<file path="config.mk">
export PLATFORM = sky130hd
export DESIGN_NAME = loopctl_top
export DESIGN_NICKNAME = d
export VERILOG_FILES = /design/src/rtl/loopctl_pkg.sv /design/src/rtl/loopctl_decide.sv /design/src/rtl/loopctl_rotmap.sv /design/src/rtl/loopctl_top.sv
export SDC_FILE = /design/constraint.sdc
export NUM_CORES = 1
export LEC_CHECK = 0
export BUFFER_PORTS_ARGS = -buffer_cell sky130_fd_sc_hd__buf_2
export CAP_MARGIN = 20
export CORE_ASPECT_RATIO = 1.25
export CORE_MARGIN = 3
export CORE_UTILIZATION = 30
export CTS_CLUSTER_DIAMETER = 30
export DETAILED_ROUTE_END_ITERATION = 10
export PLACE_DENSITY = 0.63
export SETUP_SLACK_MARGIN = 0.02
export SLEW_MARGIN = 10
export SYNTH_ARGS = -nofsm -noshare
export SYNTH_HDL_FRONTEND = slang
export SYNTH_SLANG_ARGS = --single-unit
</file>
<file path="constraint.sdc">
create_clock -name clk -period 4.95 [get_ports clk]
set_input_delay 0.2475 -clock clk [delete_from_list [all_inputs] [get_ports clk]]
set_output_delay 0.2475 -clock clk [all_outputs]
set_load 0.01 [all_outputs]
</file>
<file path="src/rtl/loopctl_pkg.sv">
package loopctl_pkg;
    typedef enum logic [1:0] {
        LB_KERNEL = 2'd0,
        LB_DRAIN  = 2'd1,
        LB_LAST   = 2'd2,
        LB_DONE   = 2'd3
    } lb_phase_e;
endpackage

</file>
<file path="src/rtl/loopctl_decide.sv">
module loopctl_decide
    import loopctl_pkg::*;
#(
    parameter int LC_W = 64,
    parameter int EC_W = 6
) (
    input  logic [LC_W-1:0] lc,
    input  logic [EC_W-1:0] ec,
    input  logic            leave_kind,
    output lb_phase_e       phase,
    output logic            taken
);
    localparam logic [EC_W-1:0] EC_ONE = EC_W'(1);

    // phase from counters; continue kind stays in loop for kernel and drain
    always_comb begin
        if (lc != '0)          phase = LB_KERNEL;
        else if (ec > EC_ONE)  phase = LB_DRAIN;
        else if (ec == EC_ONE) phase = LB_LAST;
        else                   phase = LB_DONE;
        taken = ((phase == LB_KERNEL) || (phase == LB_DRAIN)) ^ leave_kind;
    end
endmodule

</file>
<file path="src/rtl/loopctl_rotmap.sv">
module loopctl_rotmap #(
    parameter int NUM = 64,
    parameter int LO  = 16,
    localparam int IDX_W = $clog2(NUM),
    localparam int SZ    = NUM - LO,
    localparam int B_W   = $clog2(SZ)
) (
    input  logic [B_W-1:0]   base,
    input  logic [IDX_W-1:0] log_idx,
    output logic [IDX_W-1:0] phys_idx
);
    localparam logic [IDX_W:0] LO_X = (IDX_W+1)'(LO);
    localparam logic [IDX_W:0] SZ_X = (IDX_W+1)'(SZ);

    logic [IDX_W:0] off_x;
    logic [IDX_W:0] sum_x;
    logic [IDX_W:0] fin_x;

    always_comb begin
        off_x = {1'b0, log_idx} - LO_X;
        sum_x = off_x + {{(IDX_W+1-B_W){1'b0}}, base};
        if (sum_x >= SZ_X) sum_x = sum_x - SZ_X;
        fin_x = sum_x + LO_X;
        if ({1'b0, log_idx} < LO_X) phys_idx = log_idx;
        else                        phys_idx = fin_x[IDX_W-1:0];
    end
endmodule

</file>
<file path="src/rtl/loopctl_top.sv">
module loopctl_top
    import loopctl_pkg::*;
#(
    parameter int LC_W   = 64,
    parameter int EC_W   = 6,
    parameter int PR_NUM = 64,
    parameter int PR_LO  = 16,
    parameter int FR_NUM = 128,
    parameter int FR_LO  = 32,
    localparam int PR_IW = $clog2(PR_NUM),
    localparam int FR_IW = $clog2(FR_NUM),
    localparam int PR_SZ = PR_NUM - PR_LO,
    localparam int FR_SZ = FR_NUM - FR_LO,
    localparam int PRB_W = $clog2(PR_SZ),
    localparam int FRB_W = $clog2(FR_SZ)
) (
    input  logic             clk,
    input  logic             rst_n,
    input  logic             lc_wr_en,
    input  logic [LC_W-1:0]  lc_wr_data,
    input  logic             ec_wr_en,
    input  logic [EC_W-1:0]  ec_wr_data,
    input  logic             br_valid,
    input  logic             br_kind,
    output logic             br_taken,
    output logic [LC_W-1:0]  loop_cnt,
    output logic [EC_W-1:0]  epi_cnt,
    output logic [PRB_W-1:0] rrb_pred,
    output logic [FRB_W-1:0] rrb_fp,
    output logic             stage_pred,
    input  logic [PR_IW-1:0] pr_log_idx,
    output logic [PR_IW-1:0] pr_phys_idx,
    input  logic [FR_IW-1:0] fr_log_idx,
    output logic [FR_IW-1:0] fr_phys_idx
);
    localparam logic [PRB_W-1:0] PR_TOP = PRB_W'(PR_SZ - 1);
    localparam logic [FRB_W-1:0] FR_TOP = FRB_W'(FR_SZ - 1);

    typedef struct packed {
        logic [LC_W-1:0]  lc;
        logic [EC_W-1:0]  ec;
        logic [PRB_W-1:0] rrb_pr;
        logic [FRB_W-1:0] rrb_fr;
        logic             stage;
    } lctl_state_t;

    lctl_state_t st_d, st_q;
    lb_phase_e   phase;
    logic        taken_raw;
    logic [PRB_W-1:0] rrb_pr_dn;
    logic [FRB_W-1:0] rrb_fr_dn;

    loopctl_decide #(.LC_W(LC_W), .EC_W(EC_W)) i_decide (
        .lc         (st_q.lc),
        .ec         (st_q.ec),
        .leave_kind (br_kind),
        .phase      (phase),
        .taken      (taken_raw)
    );

    always_comb begin
        rrb_pr_dn = (st_q.rrb_pr == '0) ? PR_TOP : st_q.rrb_pr - PRB_W'(1);
        rrb_fr_dn = (st_q.rrb_fr == '0) ? FR_TOP : st_q.rrb_fr - FRB_W'(1);
        st_d = st_q;
        if (br_valid) begin
            unique case (phase)
                LB_KERNEL: begin
                    st_d.lc     = st_q.lc - LC_W'(1);
                    st_d.stage  = 1'b1;
                    st_d.rrb_pr = rrb_pr_dn;
                    st_d.rrb_fr = rrb_fr_dn;
                end
                LB_DRAIN, LB_LAST: begin
                    st_d.ec     = st_q.ec - EC_W'(1);
                    st_d.stage  = 1'b0;
                    st_d.rrb_pr = rrb_pr_dn;
                    st_d.rrb_fr = rrb_fr_dn;
                end
                default: ;
            endcase
        end
        if (lc_wr_en) st_d.lc = lc_wr_data;
        if (ec_wr_en) st_d.ec = ec_wr_data;
    end

    always_ff @(posedge clk) begin
        if (!rst_n) st_q <= '0;
        else        st_q <= st_d;
    end

    assign br_taken   = br_valid & taken_raw;
    assign loop_cnt   = st_q.lc;
    assign epi_cnt    = st_q.ec;
    assign rrb_pred   = st_q.rrb_pr;
    assign rrb_fp     = st_q.rrb_fr;
    assign stage_pred = st_q.stage;

    loopctl_rotmap #(.NUM(PR_NUM), .LO(PR_LO)) i_map_pr (
        .base     (st_q.rrb_pr),
        .log_idx  (pr_log_idx),
        .phys_idx (pr_phys_idx)
    );

    loopctl_rotmap #(.NUM(FR_NUM), .LO(FR_LO)) i_map_fr (
        .base     (st_q.rrb_fr),
        .log_idx  (fr_log_idx),
        .phys_idx (fr_phys_idx)
    );

    AST_KERNEL_COUNT: assert property (@(posedge clk) disable iff (!rst_n)
        (br_valid && loop_cnt != '0 && !lc_wr_en && !ec_wr_en)
        |=> (loop_cnt == $past(loop_cnt) - LC_W'(1)) && $stable(epi_cnt) && stage_pred);
    AST_DRAIN_COUNT: assert property (@(posedge clk) disable iff (!rst_n)
        (br_valid && loop_cnt == '0 && epi_cnt != '0 && !lc_wr_en && !ec_wr_en)
        |=> (epi_cnt == $past(epi_cnt) - EC_W'(1)) && $stable(loop_cnt) && !stage_pred);
    AST_DONE_FROZEN: assert property (@(posedge clk) disable iff (!rst_n)
        (br_valid && loop_cnt == '0 && epi_cnt == '0 && !lc_wr_en && !ec_wr_en)
        |=> $stable(loop_cnt) && $stable(epi_cnt) && $stable(rrb_pred) && $stable(rrb_fp) && $stable(stage_pred));
    AST_NO_REQ_NO_TAKE: assert property (@(posedge clk) disable iff (!rst_n)
        !br_valid |-> !br_taken);
    AST_PR_BASE_WRAP: assert property (@(posedge clk) disable iff (!rst_n)
        (br_valid && (loop_cnt != '0 || epi_cnt != '0) && rrb_pred == '0)
        |=> rrb_pred == PR_TOP);
    AST_BASE_RANGE: assert property (@(posedge clk) disable iff (!rst_n)
        (rrb_pred <= PR_TOP) && (rrb_fp <= FR_TOP));
    AST_PR_MAP_REGION: assert property (@(posedge clk) disable iff (!rst_n)
        (pr_log_idx >= PR_IW'(PR_LO)) |-> (pr_phys_idx >= PR_IW'(PR_LO)));
    AST_FR_MAP_REGION: assert property (@(posedge clk) disable iff (!rst_n)
        (fr_log_idx >= FR_IW'(FR_LO)) |-> (fr_phys_idx >= FR_IW'(FR_LO)));
    AST_IDLE_HOLD: assert property (@(posedge clk) disable iff (!rst_n)
        (!br_valid && !lc_wr_en && !ec_wr_en)
        |=> $stable(loop_cnt) && $stable(epi_cnt) && $stable(rrb_pred) && $stable(rrb_fp) && $stable(stage_pred));
endmodule

</file>
==> results.sh <==
export IMPL_drc=0
export IMPL_yosysSeqAreaShare_pct=28.9
export IMPL_drt_iter0_markers=380
export IMPL_via_per_inst=5.33
export IMPL_start_util_pct=30.8
export IMPL_finalHoldViolations=0
export IMPL_p_sw_mw=0.778
export IMPL_synth_area_per_cell_sq_um=8.08
export IMPL_arrival_ns=4.35
export IMPL_hpwlAfterDp_microns=13800
export IMPL_cts_htree_levels=3
export IMPL_syn_cell_area_sq_um=5820
export IMPL_crit_top_cell="nand3_1"
export IMPL_overflow=0
export IMPL_seqPwrFrac_pct=36.7
export IMPL_antenna_found_initial=0
export IMPL_internal_power_mw=1.46
export IMPL_hold_end="loop_cnt[0]"
export IMPL_synth_common_cells="84 x dfxtp_1, 71 x o21ai_0, 43 x nand2_1, 35 x nor2_1, 34 x ha_1"
export IMPL_cp_slowest_stage_delay_ns=0.64
export IMPL_path_delay_family="simple AND/OR/NAND/NOR gates"
export IMPL_p_per_area_nw_per_um2=309
export IMPL_rsz0062_at_grt="no"
export IMPL_cp_required_ns=5.23
export IMPL_cts_tree="yes"
export IMPL_whs_ns=0.146
export IMPL_fmax_mhz=245
export IMPL_synth_top_flop_cell="dfxtp_1"
export IMPL_cp_slowest_cell="or4_1"
export IMPL_clock_latency_ns=0.35
export IMPL_setup_slack_ns=0.875
export IMPL_p_comb_share_pct=31.8
export IMPL_clock_sinks=84
export IMPL_coreArea_sq_um=18900
export IMPL_ctsResizeCount=0
export IMPL_fin_crit_ns=4.07
export IMPL_post_route_period_util_pct=82.3
export IMPL_reg2reg_depth=12
export IMPL_fillers=2046
export IMPL_fin_cells=1122
export IMPL_startpoint_type="flop"
export IMPL_yosysMostFrequentCell="dfxtp_1"
export IMPL_fp_dieH_microns=162
export IMPL_path_max_fanout=18
export IMPL_hold_class="input pin to flop"
export IMPL_drtPass1Iterations=5
export IMPL_drive_above_1_share_pct=26.0
export IMPL_path_clk_slew_ns=0.07
export IMPL_synth_top_family_by_area="simple AND/OR/NAND/NOR gates"
export IMPL_final_util_pct=38.2
export IMPL_crit_type="flop to flop"
export IMPL_rows=56
export IMPL_synth_compound_area_share_pct=22.9
export IMPL_clockBufferDepth=2
export IMPL_status="complete, no violations"
export IMPL_crit_buf_inv=1
export IMPL_r2r_slack_ns=0.88
export IMPL_endpoint_kind="flop"
export IMPL_area_growth_pct=24.3
export IMPL_r2r_end="loop_cnt[61]"
export IMPL_yosysTopAreaCellShare_pct=28.9
export IMPL_maxCapViolations=0
export IMPL_synth_warning_count=0
export IMPL_final_nets=1010
export IMPL_finalMaxSlewViolations=0
export IMPL_synth_mux_area_fraction_pct=1.12
export IMPL_p_leak_nw=3.14
export IMPL_io_buffers=186
export IMPL_min_delay_start="lc_wr_data[0]"
export IMPL_netSwitchingFraction_pct=34.8
export IMPL_fin_setup_tns_ns=0
export IMPL_worstSetupPathDepth=12
export IMPL_synth_edf_count=0
export IMPL_synth_cell_types=65
export IMPL_ctsHoldBuffers=0
export IMPL_drtAntennaViolNets=0
export IMPL_wirelength_microns=18100
export IMPL_synthesis_nets=845
export IMPL_fin_skew_ns=0.0123
export IMPL_grtUsageTotal_pct=17.0
export IMPL_grt_pass1_vias=5570
export IMPL_clockPowerShare_pct=31.5
export IMPL_async_flop_share_pct=0
export IMPL_setup_violations=0
export IMPL_post_cts_buffers=0
export IMPL_yosys_area_share_simple_pct=28.6
export IMPL_grt_max_degree=60
export IMPL_dp_slack_ns=0.913
export IMPL_cts_root_buf="clkbuf_16"
export IMPL_pin_count=187
export IMPL_grt_pass1_wl_microns=28800
export IMPL_syn_inst=720
export IMPL_dieArea_sq_um=21100
export IMPL_worst_pin_slew_ns=1.00
export IMPL_yosys_area_share_xor_xnor_pct=5.87
export IMPL_synth_seq_cells=84
export IMPL_multiInputGateArea_sq_um=3870
export IMPL_path_cells="nor4_1 -> and4_1 -> buf_4 -> nand3_1 -> nor2_1 -> nand3_1 -> ha_1 -> or4bb_1 -> nor3_4 -> nand4_1 -> or4_1 -> a31oi_1"
export IMPL_vias=5976
export IMPL_dp_cells=1106
export IMPL_die_x_microns=131
export IMPL_slew_headroom_pct=33.3
export IMPL_synth_area_leaders="dfxtp_1 29%, ha_1 7.3%, o21ai_0 6.1%"
export IMPL_post_drt_wl_per_cell_microns=16.2
export IMPL_yosysTopAreaCell="dfxtp_1"
export IMPL_reg2reg_from="loop_cnt[5]"
export IMPL_synthAdderAreaFrac_pct=8.00
export IMPL_cts_inserted_buffers=9
export IMPL_peakVddDrop_v=0.000155
export IMPL_antennaDiodeCount=0
export IMPL_place_gp_congestion=0.824
export IMPL_seq_area_sq_um=1680
export IMPL_hold_depth=2
-- worst reg2reg max path: cells and delay by family, from the launching register on --
family	cells	cell delay, ns
AO/OA/AOI/OAI	1	0.16
buffers and inverters	1	0.19
flip-flops	1	0.46
AND/OR/NAND/NOR	9	2.98
adder cells (fa/ha/maj)	1	0.22
-- cells by family after synthesis --
family                     after synthesis
AOI/OAI and AO/OA                      204
and+or+nand+nor                        281
adders and majority gates               36
xor gates and xnor gates                39
buffers and inverters                   70
DFF                                     84
muxes                                    6
-- final cells by class --
| cell class | count | area share (%) |
|---|---|---|
| Multi-Input combinational cell | 566 | 53.5 |
| Sequential cell | 84 | 23.2 |
| Timing Repair Buffer | 191 | 13.4 |
| Tap cell | 232 | 4.01 |
| Clock buffer | 11 | 3.36 |
| Inverter | 33 | 1.71 |
| Clock inverter | 5 | 0.813 |
-- layout by cell type (no fill, tap or decap), types with 5 or more instances in the layout --
| master | instances |
|---|---|
| buf_2 | 186 |
| nand4_1 | 10 |
| nor4_1 | 17 |
| nor2_1 | 35 |
| a21oi_1 | 27 |
| nand2_1 | 43 |
| a211oi_1 | 5 |
| or3_1 | 17 |
| ha_1 | 34 |
| buf_4 | 5 |
| inv_1 | 32 |
| clkbuf_16 | 9 |
| and2_1 | 16 |
| nand3_1 | 20 |
| or4_1 | 29 |
| o21ai_0 | 71 |
| a21o_1 | 5 |
| o211a_1 | 12 |
| xnor2_1 | 20 |
| and3_1 | 10 |
| or2_2 | 6 |
| o31ai_1 | 21 |
| a31oi_1 | 28 |
| xor2_1 | 19 |
| nor3_1 | 23 |
| o311a_1 | 6 |
| nor2b_1 | 9 |
| o31a_1 | 5 |
| nand2b_1 | 18 |
| dfxtp_1 | 84 |
-- power by group through the flow --
stage | registers (mW) | clock network, mW | logic, mW
after floorplan | 0.841 | 0 | 0.462
after global placement | 0.833 | 0 | 0.706
after detailed placement | 0.836 | 0 | 0.715
after CTS | 0.820 | 0.720 | 0.719
after global routing | 0.833 | 0.751 | 0.806
final | 0.820 | 0.704 | 0.712
-- through the flow --
step                instance area, sq um  total power, mW
finish                              7230             2.24
global route                        7230             2.39
CTS                                 7230             2.26
detailed placement                  6930             1.55
global placement                    6930             1.54
floorplan                           5820             1.30
-- per-layer routing --
layer / track usage, % / vias to the layer above / routed length, microns / share of wire (%)
met4: 6.17 / 0 / 416 / 2.3
met3: 2.83 / 19 / 827 / 4.6
met2: 28.4 / 146 / 8710 / 48
li1: - / 3038 / - / -
met1: 21.9 / 2773 / 8190 / 45
met5: 0 / - / 0 / 0
-- how the worst max path moves through the flow --
| stage | from | to | slack (ns) |
|---|---|---|---|
| finish | loop_cnt[5] | loop_cnt[61] | 0.88 |
| CTS | loop_cnt[5] | loop_cnt[61] | 0.90 |
| detailed placement | loop_cnt[5] | loop_cnt[61] | 0.91 |
| global route | loop_cnt[5] | loop_cnt[45] | 0.49 |
| global placement | loop_cnt[5] | loop_cnt[47] | 1.04 |
| floorplan | rrb_pred[1] | pr_phys_idx[5] | 1.39 |
-- state kept, by name, indices dropped and copies added (netlist names) --
signal,count
epi_cnt,6
loop_cnt,64
rrb_fp,7
rrb_pred,6
stage_pred,1
(Power assumes the default switching activity.)
